==> config.mk <==
export PLATFORM = sky130hd
export DESIGN_NAME = irqagg_top
export DESIGN_NICKNAME = d
export VERILOG_FILES = /design/src/rtl/irqagg_pkg.sv /design/src/rtl/irqagg_regdec.sv /design/src/rtl/irqagg_chan.sv /design/src/rtl/irqagg_bank.sv /design/src/rtl/irqagg_top.sv
export SDC_FILE = /design/constraint.sdc
export NUM_CORES = 1
export LEC_CHECK = 0
export BUFFER_PORTS_ARGS = -buffer_cell sky130_fd_sc_hd__buf_2
export CAP_MARGIN = 10
export CORE_MARGIN = 2
export CORE_UTILIZATION = 39
export CTS_BUF_LIST = sky130_fd_sc_hd__clkbuf_16
export DETAILED_ROUTE_END_ITERATION = 7
export GPL_TIMING_DRIVEN = 1
export PLACE_DENSITY_LB_ADDON = 0.12
export SLEW_MARGIN = 20
export SYNTH_ARGS = -nofsm -noshare
export SYNTH_HDL_FRONTEND = slang
export SYNTH_SLANG_ARGS = --single-unit
==> constraint.sdc <==
create_clock -name clk -period 2.8 [get_ports clk]
set_input_delay 0.14 -clock clk [delete_from_list [all_inputs] [get_ports clk]]
set_output_delay 0.14 -clock clk [all_outputs]
set_load 0.02 [all_outputs]
==> src/rtl/irqagg_pkg.sv <==
package irqagg_pkg;

    localparam int CAUSE_W = 5;

    // cause bit positions inside each channel status/control word
    localparam int CAUSE_BLOCK      = 0;
    localparam int CAUSE_CHAIN      = 1;
    localparam int CAUSE_FRAME      = 2;
    localparam int CAUSE_HALF_FRAME = 3;
    localparam int CAUSE_LAST_FRAME = 4;

    // register offsets
    localparam logic [7:0] OFF_IDLE = 8'h2C;
    localparam logic [7:0] OFF_CTRL = 8'h40;
    localparam logic [7:0] OFF_STAT = 8'h44;

    typedef enum logic [2:0] {
        RD_NONE,
        RD_PEND,
        RD_EN,
        RD_IDLE,
        RD_CTRL,
        RD_STAT
    } rd_kind_e;

endpackage

==> src/rtl/irqagg_regdec.sv <==
module irqagg_regdec
    import irqagg_pkg::*;
#(
    parameter int NUM_CH   = 6,
    parameter int NUM_BANK = 4,
    parameter int ADDR_W   = 12,
    localparam int CH_W    = (NUM_CH > 1) ? $clog2(NUM_CH) : 1,
    localparam int BANK_W  = (NUM_BANK > 1) ? $clog2(NUM_BANK) : 1
) (
    input  logic                reg_en,
    input  logic                reg_we,
    input  logic [ADDR_W-1:0]   reg_addr,
    output logic [NUM_BANK-1:0] pend_w1c,
    output logic [NUM_BANK-1:0] en_we,
    output logic [NUM_CH-1:0]   ctrl_we,
    output logic [NUM_CH-1:0]   stat_w1c,
    output rd_kind_e            rd_kind,
    output logic [BANK_W-1:0]   rd_bank,
    output logic [CH_W-1:0]     rd_ch
);

    localparam int PAGE_W = ADDR_W - 8;

    logic [PAGE_W-1:0] page;
    logic [7:0]        off;
    rd_kind_e          hit;
    logic [BANK_W-1:0] bank_idx;
    logic [CH_W-1:0]   ch_idx;

    assign page = reg_addr[ADDR_W-1:8];
    assign off  = reg_addr[7:0];

    always_comb begin
        hit      = RD_NONE;
        bank_idx = BANK_W'(off[3:2]);
        ch_idx   = CH_W'(page - 1'b1);
        if (reg_en && off[1:0] == 2'b00) begin
            if (page == '0) begin
                if (off[7:4] == 4'h0 && int'(off[3:2]) < NUM_BANK) begin
                    hit = RD_PEND;
                end else if (off[7:4] == 4'h1 && int'(off[3:2]) < NUM_BANK) begin
                    hit = RD_EN;
                end else if (off == OFF_IDLE) begin
                    hit = RD_IDLE;
                end
            end else if (int'(page) <= NUM_CH) begin
                if (off == OFF_CTRL) begin
                    hit = RD_CTRL;
                end else if (off == OFF_STAT) begin
                    hit = RD_STAT;
                end
            end
        end
    end

    always_comb begin
        pend_w1c = '0;
        en_we    = '0;
        ctrl_we  = '0;
        stat_w1c = '0;
        if (reg_we) begin
            case (hit)
                RD_PEND: pend_w1c = NUM_BANK'(1) << bank_idx;
                RD_EN:   en_we    = NUM_BANK'(1) << bank_idx;
                RD_CTRL: ctrl_we  = NUM_CH'(1) << ch_idx;
                RD_STAT: stat_w1c = NUM_CH'(1) << ch_idx;
                default: ;
            endcase
        end
        rd_kind = reg_we ? RD_NONE : hit;
        rd_bank = bank_idx;
        rd_ch   = ch_idx;
    end

endmodule

==> src/rtl/irqagg_chan.sv <==
module irqagg_chan
    import irqagg_pkg::*;
(
    input  logic               clk,
    input  logic               rst_n,
    input  logic [CAUSE_W-1:0] evt_i,
    input  logic               ctrl_we,
    input  logic               stat_w1c,
    input  logic [CAUSE_W-1:0] wdata,
    output logic [CAUSE_W-1:0] ctrl_o,
    output logic [CAUSE_W-1:0] stat_o,
    output logic               qual_o
);

    typedef struct packed {
        logic [CAUSE_W-1:0] ctrl;
        logic [CAUSE_W-1:0] stat;
    } chan_st_t;

    chan_st_t st_d, st_q;

    always_comb begin
        st_d = st_q;
        if (ctrl_we) begin
            st_d.ctrl = wdata;
        end
        if (stat_w1c) begin
            st_d.stat = st_q.stat & ~wdata;
        end
        // a fresh event beats a simultaneous clear
        st_d.stat = st_d.stat | evt_i;
    end

    always_ff @(posedge clk) begin
        if (!rst_n) begin
            st_q <= '0;
        end else begin
            st_q <= st_d;
        end
    end

    assign ctrl_o = st_q.ctrl;
    assign stat_o = st_q.stat;
    assign qual_o = |(st_q.ctrl & st_q.stat);

endmodule

==> src/rtl/irqagg_bank.sv <==
module irqagg_bank #(
    parameter int NUM_CH = 6
) (
    input  logic              clk,
    input  logic              rst_n,
    input  logic [NUM_CH-1:0] set_i,
    input  logic              en_we,
    input  logic              pend_w1c,
    input  logic [NUM_CH-1:0] wdata,
    output logic [NUM_CH-1:0] pend_o,
    output logic [NUM_CH-1:0] en_o,
    output logic              irq_o
);

    typedef struct packed {
        logic [NUM_CH-1:0] pend;
        logic [NUM_CH-1:0] en;
        logic              irq;
    } bank_st_t;

    bank_st_t st_d, st_q;

    always_comb begin
        st_d = st_q;
        if (en_we) begin
            st_d.en = wdata;
        end
        if (pend_w1c) begin
            st_d.pend = st_q.pend & ~wdata;
        end
        st_d.pend = st_d.pend | set_i;
        st_d.irq  = |(st_q.pend & st_q.en);
    end

    always_ff @(posedge clk) begin
        if (!rst_n) begin
            st_q <= '0;
        end else begin
            st_q <= st_d;
        end
    end

    assign pend_o = st_q.pend;
    assign en_o   = st_q.en;
    assign irq_o  = st_q.irq;

endmodule

==> src/rtl/irqagg_top.sv <==
module irqagg_top
    import irqagg_pkg::*;
#(
    parameter int NUM_CH   = 6,
    parameter int NUM_BANK = 4,
    parameter int ADDR_W   = 12,
    parameter int DATA_W   = 32
) (
    input  logic                  clk,
    input  logic                  rst_n,
    input  logic [NUM_CH*5-1:0]   evt_i,
    input  logic [NUM_CH-1:0]     idle_i,
    input  logic                  reg_en,
    input  logic                  reg_we,
    input  logic [ADDR_W-1:0]     reg_addr,
    input  logic [DATA_W-1:0]     reg_wdata,
    output logic [DATA_W-1:0]     reg_rdata,
    output logic [NUM_BANK-1:0]   irq_o
);

    localparam int CH_W   = (NUM_CH > 1) ? $clog2(NUM_CH) : 1;
    localparam int BANK_W = (NUM_BANK > 1) ? $clog2(NUM_BANK) : 1;

    logic [NUM_BANK-1:0]             pend_w1c;
    logic [NUM_BANK-1:0]             en_we;
    logic [NUM_CH-1:0]               ctrl_we;
    logic [NUM_CH-1:0]               stat_w1c;
    rd_kind_e                        rd_kind;
    logic [BANK_W-1:0]               rd_bank;
    logic [CH_W-1:0]                 rd_ch;

    logic [NUM_CH-1:0][CAUSE_W-1:0]  chan_ctrl;
    logic [NUM_CH-1:0][CAUSE_W-1:0]  chan_stat;
    logic [NUM_CH-1:0]               chan_qual;
    logic [NUM_BANK-1:0][NUM_CH-1:0] bank_pend;
    logic [NUM_BANK-1:0][NUM_CH-1:0] bank_en;

    irqagg_regdec #(
        .NUM_CH   (NUM_CH),
        .NUM_BANK (NUM_BANK),
        .ADDR_W   (ADDR_W)
    ) u_regdec (
        .reg_en   (reg_en),
        .reg_we   (reg_we),
        .reg_addr (reg_addr),
        .pend_w1c (pend_w1c),
        .en_we    (en_we),
        .ctrl_we  (ctrl_we),
        .stat_w1c (stat_w1c),
        .rd_kind  (rd_kind),
        .rd_bank  (rd_bank),
        .rd_ch    (rd_ch)
    );

    for (genvar c = 0; c < NUM_CH; c++) begin : g_chan
        irqagg_chan u_chan (
            .clk      (clk),
            .rst_n    (rst_n),
            .evt_i    (evt_i[c*CAUSE_W +: CAUSE_W]),
            .ctrl_we  (ctrl_we[c]),
            .stat_w1c (stat_w1c[c]),
            .wdata    (reg_wdata[CAUSE_W-1:0]),
            .ctrl_o   (chan_ctrl[c]),
            .stat_o   (chan_stat[c]),
            .qual_o   (chan_qual[c])
        );
    end

    for (genvar b = 0; b < NUM_BANK; b++) begin : g_bank
        irqagg_bank #(
            .NUM_CH (NUM_CH)
        ) u_bank (
            .clk      (clk),
            .rst_n    (rst_n),
            .set_i    (chan_qual),
            .en_we    (en_we[b]),
            .pend_w1c (pend_w1c[b]),
            .wdata    (reg_wdata[NUM_CH-1:0]),
            .pend_o   (bank_pend[b]),
            .en_o     (bank_en[b]),
            .irq_o    (irq_o[b])
        );
    end

    typedef struct packed {
        logic [DATA_W-1:0] rdata;
    } top_st_t;

    top_st_t st_d, st_q;

    always_comb begin
        st_d.rdata = '0;
        case (rd_kind)
            RD_PEND: st_d.rdata = DATA_W'(bank_pend[rd_bank]);
            RD_EN:   st_d.rdata = DATA_W'(bank_en[rd_bank]);
            RD_IDLE: st_d.rdata = DATA_W'(idle_i);
            RD_CTRL: st_d.rdata = DATA_W'(chan_ctrl[rd_ch]);
            RD_STAT: st_d.rdata = DATA_W'(chan_stat[rd_ch]);
            default: st_d.rdata = '0;
        endcase
    end

    always_ff @(posedge clk) begin
        if (!rst_n) begin
            st_q <= '0;
        end else begin
            st_q <= st_d;
        end
    end

    assign reg_rdata = st_q.rdata;

endmodule

# Word-level counts from Yosys, hierarchy flattened
# Index checks and enable logic that the tools add are counted.
dict set report word_totals {
  ff_bits 144
  in_bits 84
  out_inout_bits 36
  elab_cells 126
}
dict set report classes {
  n_addsub 1
  order_cmp 3
  eq_ne 13
  n_shift 2
  muxes 36
  bitwise_logic 32
  n_reduce_logical 14
}
# op n
set ops {}
lappend ops {{AND 5 bit} 12}
lappend ops {{two-way mux 6 bit} 10}
lappend ops {{AND 6 bit} 8}
lappend ops {{two-way mux 5 bit} 8}
lappend ops {{binary-select mux 5 bit (select 3 bit)} 2}
lappend ops {{bitwise OR 5 bit} 6}
lappend ops {{case mux 6 bit (5 select lines)} 1}
lappend ops {{OR reduction 5 bit} 6}
lappend ops {{binary-select mux 6 bit (select 2 bit)} 2}
lappend ops {{two-way mux 3 bit} 8}
lappend ops {{bitwise OR 6 bit} 4}
lappend ops {{OR reduction 6 bit} 4}
lappend ops {{== test 8 x 7 -> 1 bit, second input constant} 2}
lappend ops {{two-way mux 4 bit} 4}
lappend ops {{== test 3 bit, second input constant} 4}
lappend ops {{== test 3 x 2 -> 1 bit, second input constant} 3}
lappend ops {{== test 8 x 6 -> 1 bit, second input constant} 1}
lappend ops {{logical NOT 4 bit} 2}
lappend ops {{== test 3 x 1 -> 1 bit, second input constant} 2}
lappend ops {{NOT 6 bit} 1}
lappend ops {{<< shifter 1 x 3 -> 6 bit, first input constant} 1}
lappend ops {{NOT 5 bit} 1}
lappend ops {{== test 4 x 1 -> 1 bit, second input constant} 1}
lappend ops {{less-or-equal comparator 4 x 3 -> 1 bit, second input constant} 1}
lappend ops {{other kinds (7)} 7}

# Longest topological paths before layout
dict set report logic_depth {
  word_depth 11
  ltp_mapped 12
  depth_no_buf 8
}

# By module
# Synthesis repeated with hierarchy kept, for this count alone.
dict set report unflattened {
  cells_unflattened 589
  hier_area_um2 6034.5
}
# mod n_inst cells_per_inst area_per_inst_um2 seq_area_each_um2
set by_module_without_submodules {}
lappend by_module_without_submodules {irqagg_chan 6 35 390.4 200.2}
lappend by_module_without_submodules {irqagg_bank 4 43 473.0 260.2}
lappend by_module_without_submodules {irqagg_top 1 140 1356.3 120.1}
lappend by_module_without_submodules {irqagg_regdec 1 67 444.2 0.0}

# Least setup slack after synthesis
# Ideal clock, no wire load.
dict set report synth_path {
  kind {input to register}
  startpoint {input port reg_addr[8]}
  endpoint {register st_q, in the netlist reg_rdata[4]}
  setup_time_ns 0.058
  t_arrival_ns 2.605
  t_required_ns 2.742
  path_slack_ns 0.137
  stages 11
  n_path_buf 4
  cell_sequence {clkbuf_1 buf_1 inv_1 ha_1 clkbuf_1 clkbuf_1 nand2_1 o22ai_1 nor2_1 a211oi_1 o21a_1}
}
dict set report synth_between {
  elab_chain_len 7
  word_cells_on_any_way 17
  cone_classes {add/sub: 1; order compare: 1; eq/ne: 5; mux: 9; reduce/logical: 1}
}
# item line
set synth_rtl {}
lappend synth_rtl {{start: declaration} irqagg_top.sv:15} ;# input logic [ADDR_W-1:0] reg_addr,
lappend synth_rtl {{less-or-equal comparator 4 x 3 -> 1 bit} irqagg_regdec.sv:46} ;# end else if (int'(page) <= NUM_CH) begin
lappend synth_rtl {{two-way mux 3 bit} irqagg_regdec.sv:46}
lappend synth_rtl {{two-way mux 3 bit} irqagg_regdec.sv:38} ;# if (page == '0) begin
lappend synth_rtl {{two-way mux 3 bit} irqagg_regdec.sv:37} ;# if (reg_en && off[1:0] == 2'b00) begin
lappend synth_rtl {{two-way mux 3 bit} irqagg_regdec.sv:70} ;# rd_kind = reg_we ? RD_NONE : hit;
lappend synth_rtl {{== test 3 bit (tied with other cells)} irqagg_top.sv:93} ;# case (rd_kind)
lappend synth_rtl {{case mux 6 bit (5 select lines) (*)} irqagg_top.sv:93}
lappend synth_rtl {{end signal: assignment} irqagg_top.sv:107} ;# st_q <= st_d;
lappend synth_rtl {{end: declaration} irqagg_top.sv:89} ;# top_st_t st_d, st_q;
# Every way passes the cells marked *; elsewhere a longest branch is shown, timed or not. The select of a mux whose other input is x is not followed.
# A chain may end at the register's enable or synchronous reset.

# Worst setup path in the final report
dict set report layout_path {
  startpoint {input port reg_addr[9]}
  endpoint {register g_bank[2].u_bank.st_q, in the netlist g_bank[2].u_bank.en_o[1]}
}
dict set report layout_between {
  elab_chain_len 7
  word_cells_on_any_way 8
  cone_classes {order compare: 1; eq/ne: 1; mux: 5; reduce/logical: 1}
}
# item line
set layout_rtl {}
lappend layout_rtl {{less-or-equal comparator 4 x 3 -> 1 bit} irqagg_regdec.sv:46}
lappend layout_rtl {{two-way mux 3 bit} irqagg_regdec.sv:46}
lappend layout_rtl {{two-way mux 3 bit (*)} irqagg_regdec.sv:38}
lappend layout_rtl {{two-way mux 3 bit (*)} irqagg_regdec.sv:37}
lappend layout_rtl {{== test 3 x 2 -> 1 bit (*)} irqagg_regdec.sv:62} ;# case (hit)
lappend layout_rtl {{two-way mux 4 bit (*)} irqagg_regdec.sv:62}
lappend layout_rtl {{two-way mux 4 bit (*)} irqagg_regdec.sv:61} ;# if (reg_we) begin
lappend layout_rtl {{end signal: assignment} irqagg_bank.sv:39} ;# st_q <= st_d;
lappend layout_rtl {{end: declaration} irqagg_bank.sv:21} ;# bank_st_t st_d, st_q;
# Every way passes the cells marked *; elsewhere a longest branch is shown, timed or not.

==> impl_results.md <==
- DP Wirelength: 13,300 um
- Average cell area after synthesis: 9.34 um2
- Clock power frac: 54.6%
- Simple-gate share of the synthesized area: 14.0%
- Placed Instance Area: 0.00643 mm2
- Ys async rst share: 0%
- Ys Warns: 0
- Hold crit path type: in -> reg
- Max rail drop VDD: 0.450 mV
- Static leakage: 0.00308 uW
- Post-synth EDFFs: 0
- Sw Pwr: 1100 uW
- Max Fanout on Critical Path: 6
- Fmax: 468 MHz
- XOR/XNOR share of the synthesized area: 0%
- Largest net degree at the start of global routing: 97
- Gate Count Post-Synth: 647
- Endpoints failing hold: 0
- Post-CTS Setup Bufs: 0
- Post-layout min period: 2.14 ns
- Design Power: 4620 uW
- Final instance area: 0.00731 mm2
- Status: completed
- Crit path capture type: flop
- Skew final: 0.00935 ns
- Synth Register Bits: 118
- Routed wire per std cell: 20.2 um
- Final setup viols: 0
- Drt initial violations: 480
- Compound-Gate Fraction of Synth Area: 18.3%
- Reg power frac: 37.8%
- Total Wirelength: 18,700 um
- Slowest-stage cell, CP: nor3_4
- Sum of negative setup slack: 0 ns
- Ant diodes: 0
- Pwr dens: 631 mW/mm2
- Vias in the first global route: 5,159
- Met3 Routed Length: 1220 um
- CTS tree: done
- Slew headroom: 39.2%
- Worst Path Class, Setup: in -> reg
- Worst Tran Pin Value: 0.911 ns
- Starting Density: 39.8%
- Tcrit/Tclk final: 76.4%
- Gr usage total: 23.3%
- IO Pins: 120
- CP bufs+invs: 2
- Core ar.: 0.0152 mm2
- Layout Nets: 812
- Detailed Routing Iterations Pass 1: 5
- Die X: 129 um
- Post-Syn Area: 0.00605 mm2
- Worst setup SP type: input pin
- DRC viols: 0
- Crit-path cells: buf_2 > inv_1 > ha_1 > nor3b_1 > or2b_1 > a211oi_4 > nand2b_1 > nor3_4 > mux2i_1
- Adder-cell area share of the yosys netlist: 1.03%
- Metal-1 WL: 8640 um
- Die height: 129 um
- Vias: 5,202
- Area growth syn-to-layout: 21.0%
- GRT overflow: 0
- Req. time, crit path: 3.14 ns
- Register area share after synthesis: 39.1%
- Sw frac: 23.9%
- Skew-Pair Late Insertion Delay: 0.42 ns
- Port Buffers: 67
- Clk slew on worst S/H paths: 0.06 ns
- Cell variety after synth: 55
- Total die area: 0.0165 mm2
- Met2 routed WL: 8580 um
- Slew Limit Fails: 0
- Proportion of synthesized area in mux cells: 19.2%
- GP Congestion: 0.945
- RSZ-0062 raised after global routing: no
- Dpl ws: 0.268 ns
- Combinational Power Share: 7.6%
- Crit-path leading delay family: simple AND/OR/NAND/NOR gates
- Vias per inst: 5.63
- Inserted Clock Buffers: 17
- # rows: 45
- Internal Power: 3510 uW
- DRT antenna net count: 0
- Ys flop type: dfxtp_1
- Top sig layer: met4
- Crit path largest cell delay: 0.53 ns
- Post-CTS resize count: 0
- Setup ws final: 0.661 ns
- Crit path DAT: 2.48 ns
- First-pass GRT wire length: 29,000 um
- Total of max-cap violations: 0
- CTS max path bufs: 2
- Largest family of logic cells by synthesized area: multiplexers
- Share of cells above drive strength 1: 19.0%
- Initial antenna violation count: 0
- CTS root buffer: clkbuf_16
- Htree depth: 4
- Clock sink total: 118
- Final core utilization: 48.1%
-- area by class of cell --
| class | count | area [um2] |
|---|---|---|
| Fill cell | 1439 | 7890 |
| Multi-Input combinational cell | 454 | 3270 |
| Sequential cell | 118 | 2360 |
| Timing Repair Buffer | 100 | 648 |
| Clock buffer | 17 | 425 |
| Clock inverter | 15 | 250 |
| Tap cell | 188 | 235 |
| Inverter | 32 | 120 |
-- power groups by stage --
| stage | clock network, uW | logic, uW | registers, uW |
|---|---|---|---|
| floorplan | 0 | 235 | 1760 |
| global placement | 0 | 318 | 1780 |
| detailed placement | 0 | 323 | 1780 |
| CTS | 2550 | 347 | 1740 |
| global route | 2620 | 382 | 1750 |
| finish | 2520 | 350 | 1740 |
-- kinds of logic after synthesis --
kind of cell    after synthesis
flops                       118
fa+ha+maj                     5
mux                          96
compound gates              158
other cells                   1
buf+inv                     100
simple gates                169
-- sequential cells by signal, indices dropped and copies added, names as in the netlist --
register              flops
g_bank.u_bank.en_o       24
g_bank.u_bank.pend_o     24
reg_rdata                 6
g_bank.u_bank.irq_o       4
g_chan.u_chan.stat_o     30
g_chan.u_chan.ctrl_o     30
-- cell usage in the layout, fill, tap and decap left out, types with 5 or more instances in the layout --
| cell | count |
|---|---|
| dfxtp_1 | 118 |
| nand2_1 | 84 |
| mux2i_1 | 79 |
| buf_2 | 67 |
| inv_1 | 32 |
| nor2_1 | 30 |
| o21ai_0 | 30 |
| conb_1 | 26 |
| o21a_1 | 23 |
| dlygate4sd3_1 | 21 |
| a31oi_1 | 19 |
| a22oi_1 | 18 |
| clkbuf_16 | 17 |
| a21boi_0 | 16 |
| mux4_2 | 16 |
| a21oi_1 | 13 |
| buf_4 | 11 |
| a41oi_1 | 10 |
| nor3_1 | 9 |
| o22ai_1 | 7 |
| a222oi_1 | 6 |
| nand3_1 | 6 |
| bufinv_16 | 6 |
| and2_1 | 5 |
| ha_1 | 5 |
-- worst paths after layout --
check,start,to,slack [ns],cells past startpoint
setup / recovery,reg_addr[9],g_bank[2].u_bank.en_o[1],0.66,9
hold / removal,evt_i[23],g_chan[4].u_chan.stat_o[3],0.01,3
setup reg to reg,g_chan[2].u_chan.stat_o[0],reg_rdata[0],1.32,5
hold reg to reg,g_chan[5].u_chan.ctrl_o[1],g_chan[5].u_chan.ctrl_o[1],0.48,2
-- layer usage --
metal	vias to the layer above	GRT usage [%]
met5	-	0
met4	0	6.46
met3	19	5.03
met2	206	37.0
li1	2443	-
met1	2534	32.3
-- timing repair --
action	in CTS	in global routing
hold buffers	21	0
endpoints found under the setup margin	0	0
hold endpoints to repair	21	0
-- worst reg2reg max path, stage by stage (launching register included) --
cell	delay, ns
dfxtp_1	0.34
mux4_2	0.47
inv_1	0.12
o221a_2	0.19
nor3_1	0.05
o21a_1	0.18
-- through the flow --
step,cells,hold WS (ns)
floorplan,672,0.257
global placement,871,0.350
detailed placement,871,0.353
CTS,924,0.000514
global route,924,0.0129
finish,924,0.0105
-- synthesized netlist by cell type (16+ instances only) --
master,n,area [um2]
dfxtp_1,118,2360
nand2_1,84,315
buf_4,30,225
a22oi_1,18,135
clkbuf_1,26,97.6
o21a_1,23,173
inv_1,32,120
mux2i_1,79,791
nor2_1,30,113
a31oi_1,19,119
mux4_2,16,360
a21boi_0,16,120
o21ai_0,30,150
Power figures use the tool's default switching activity.
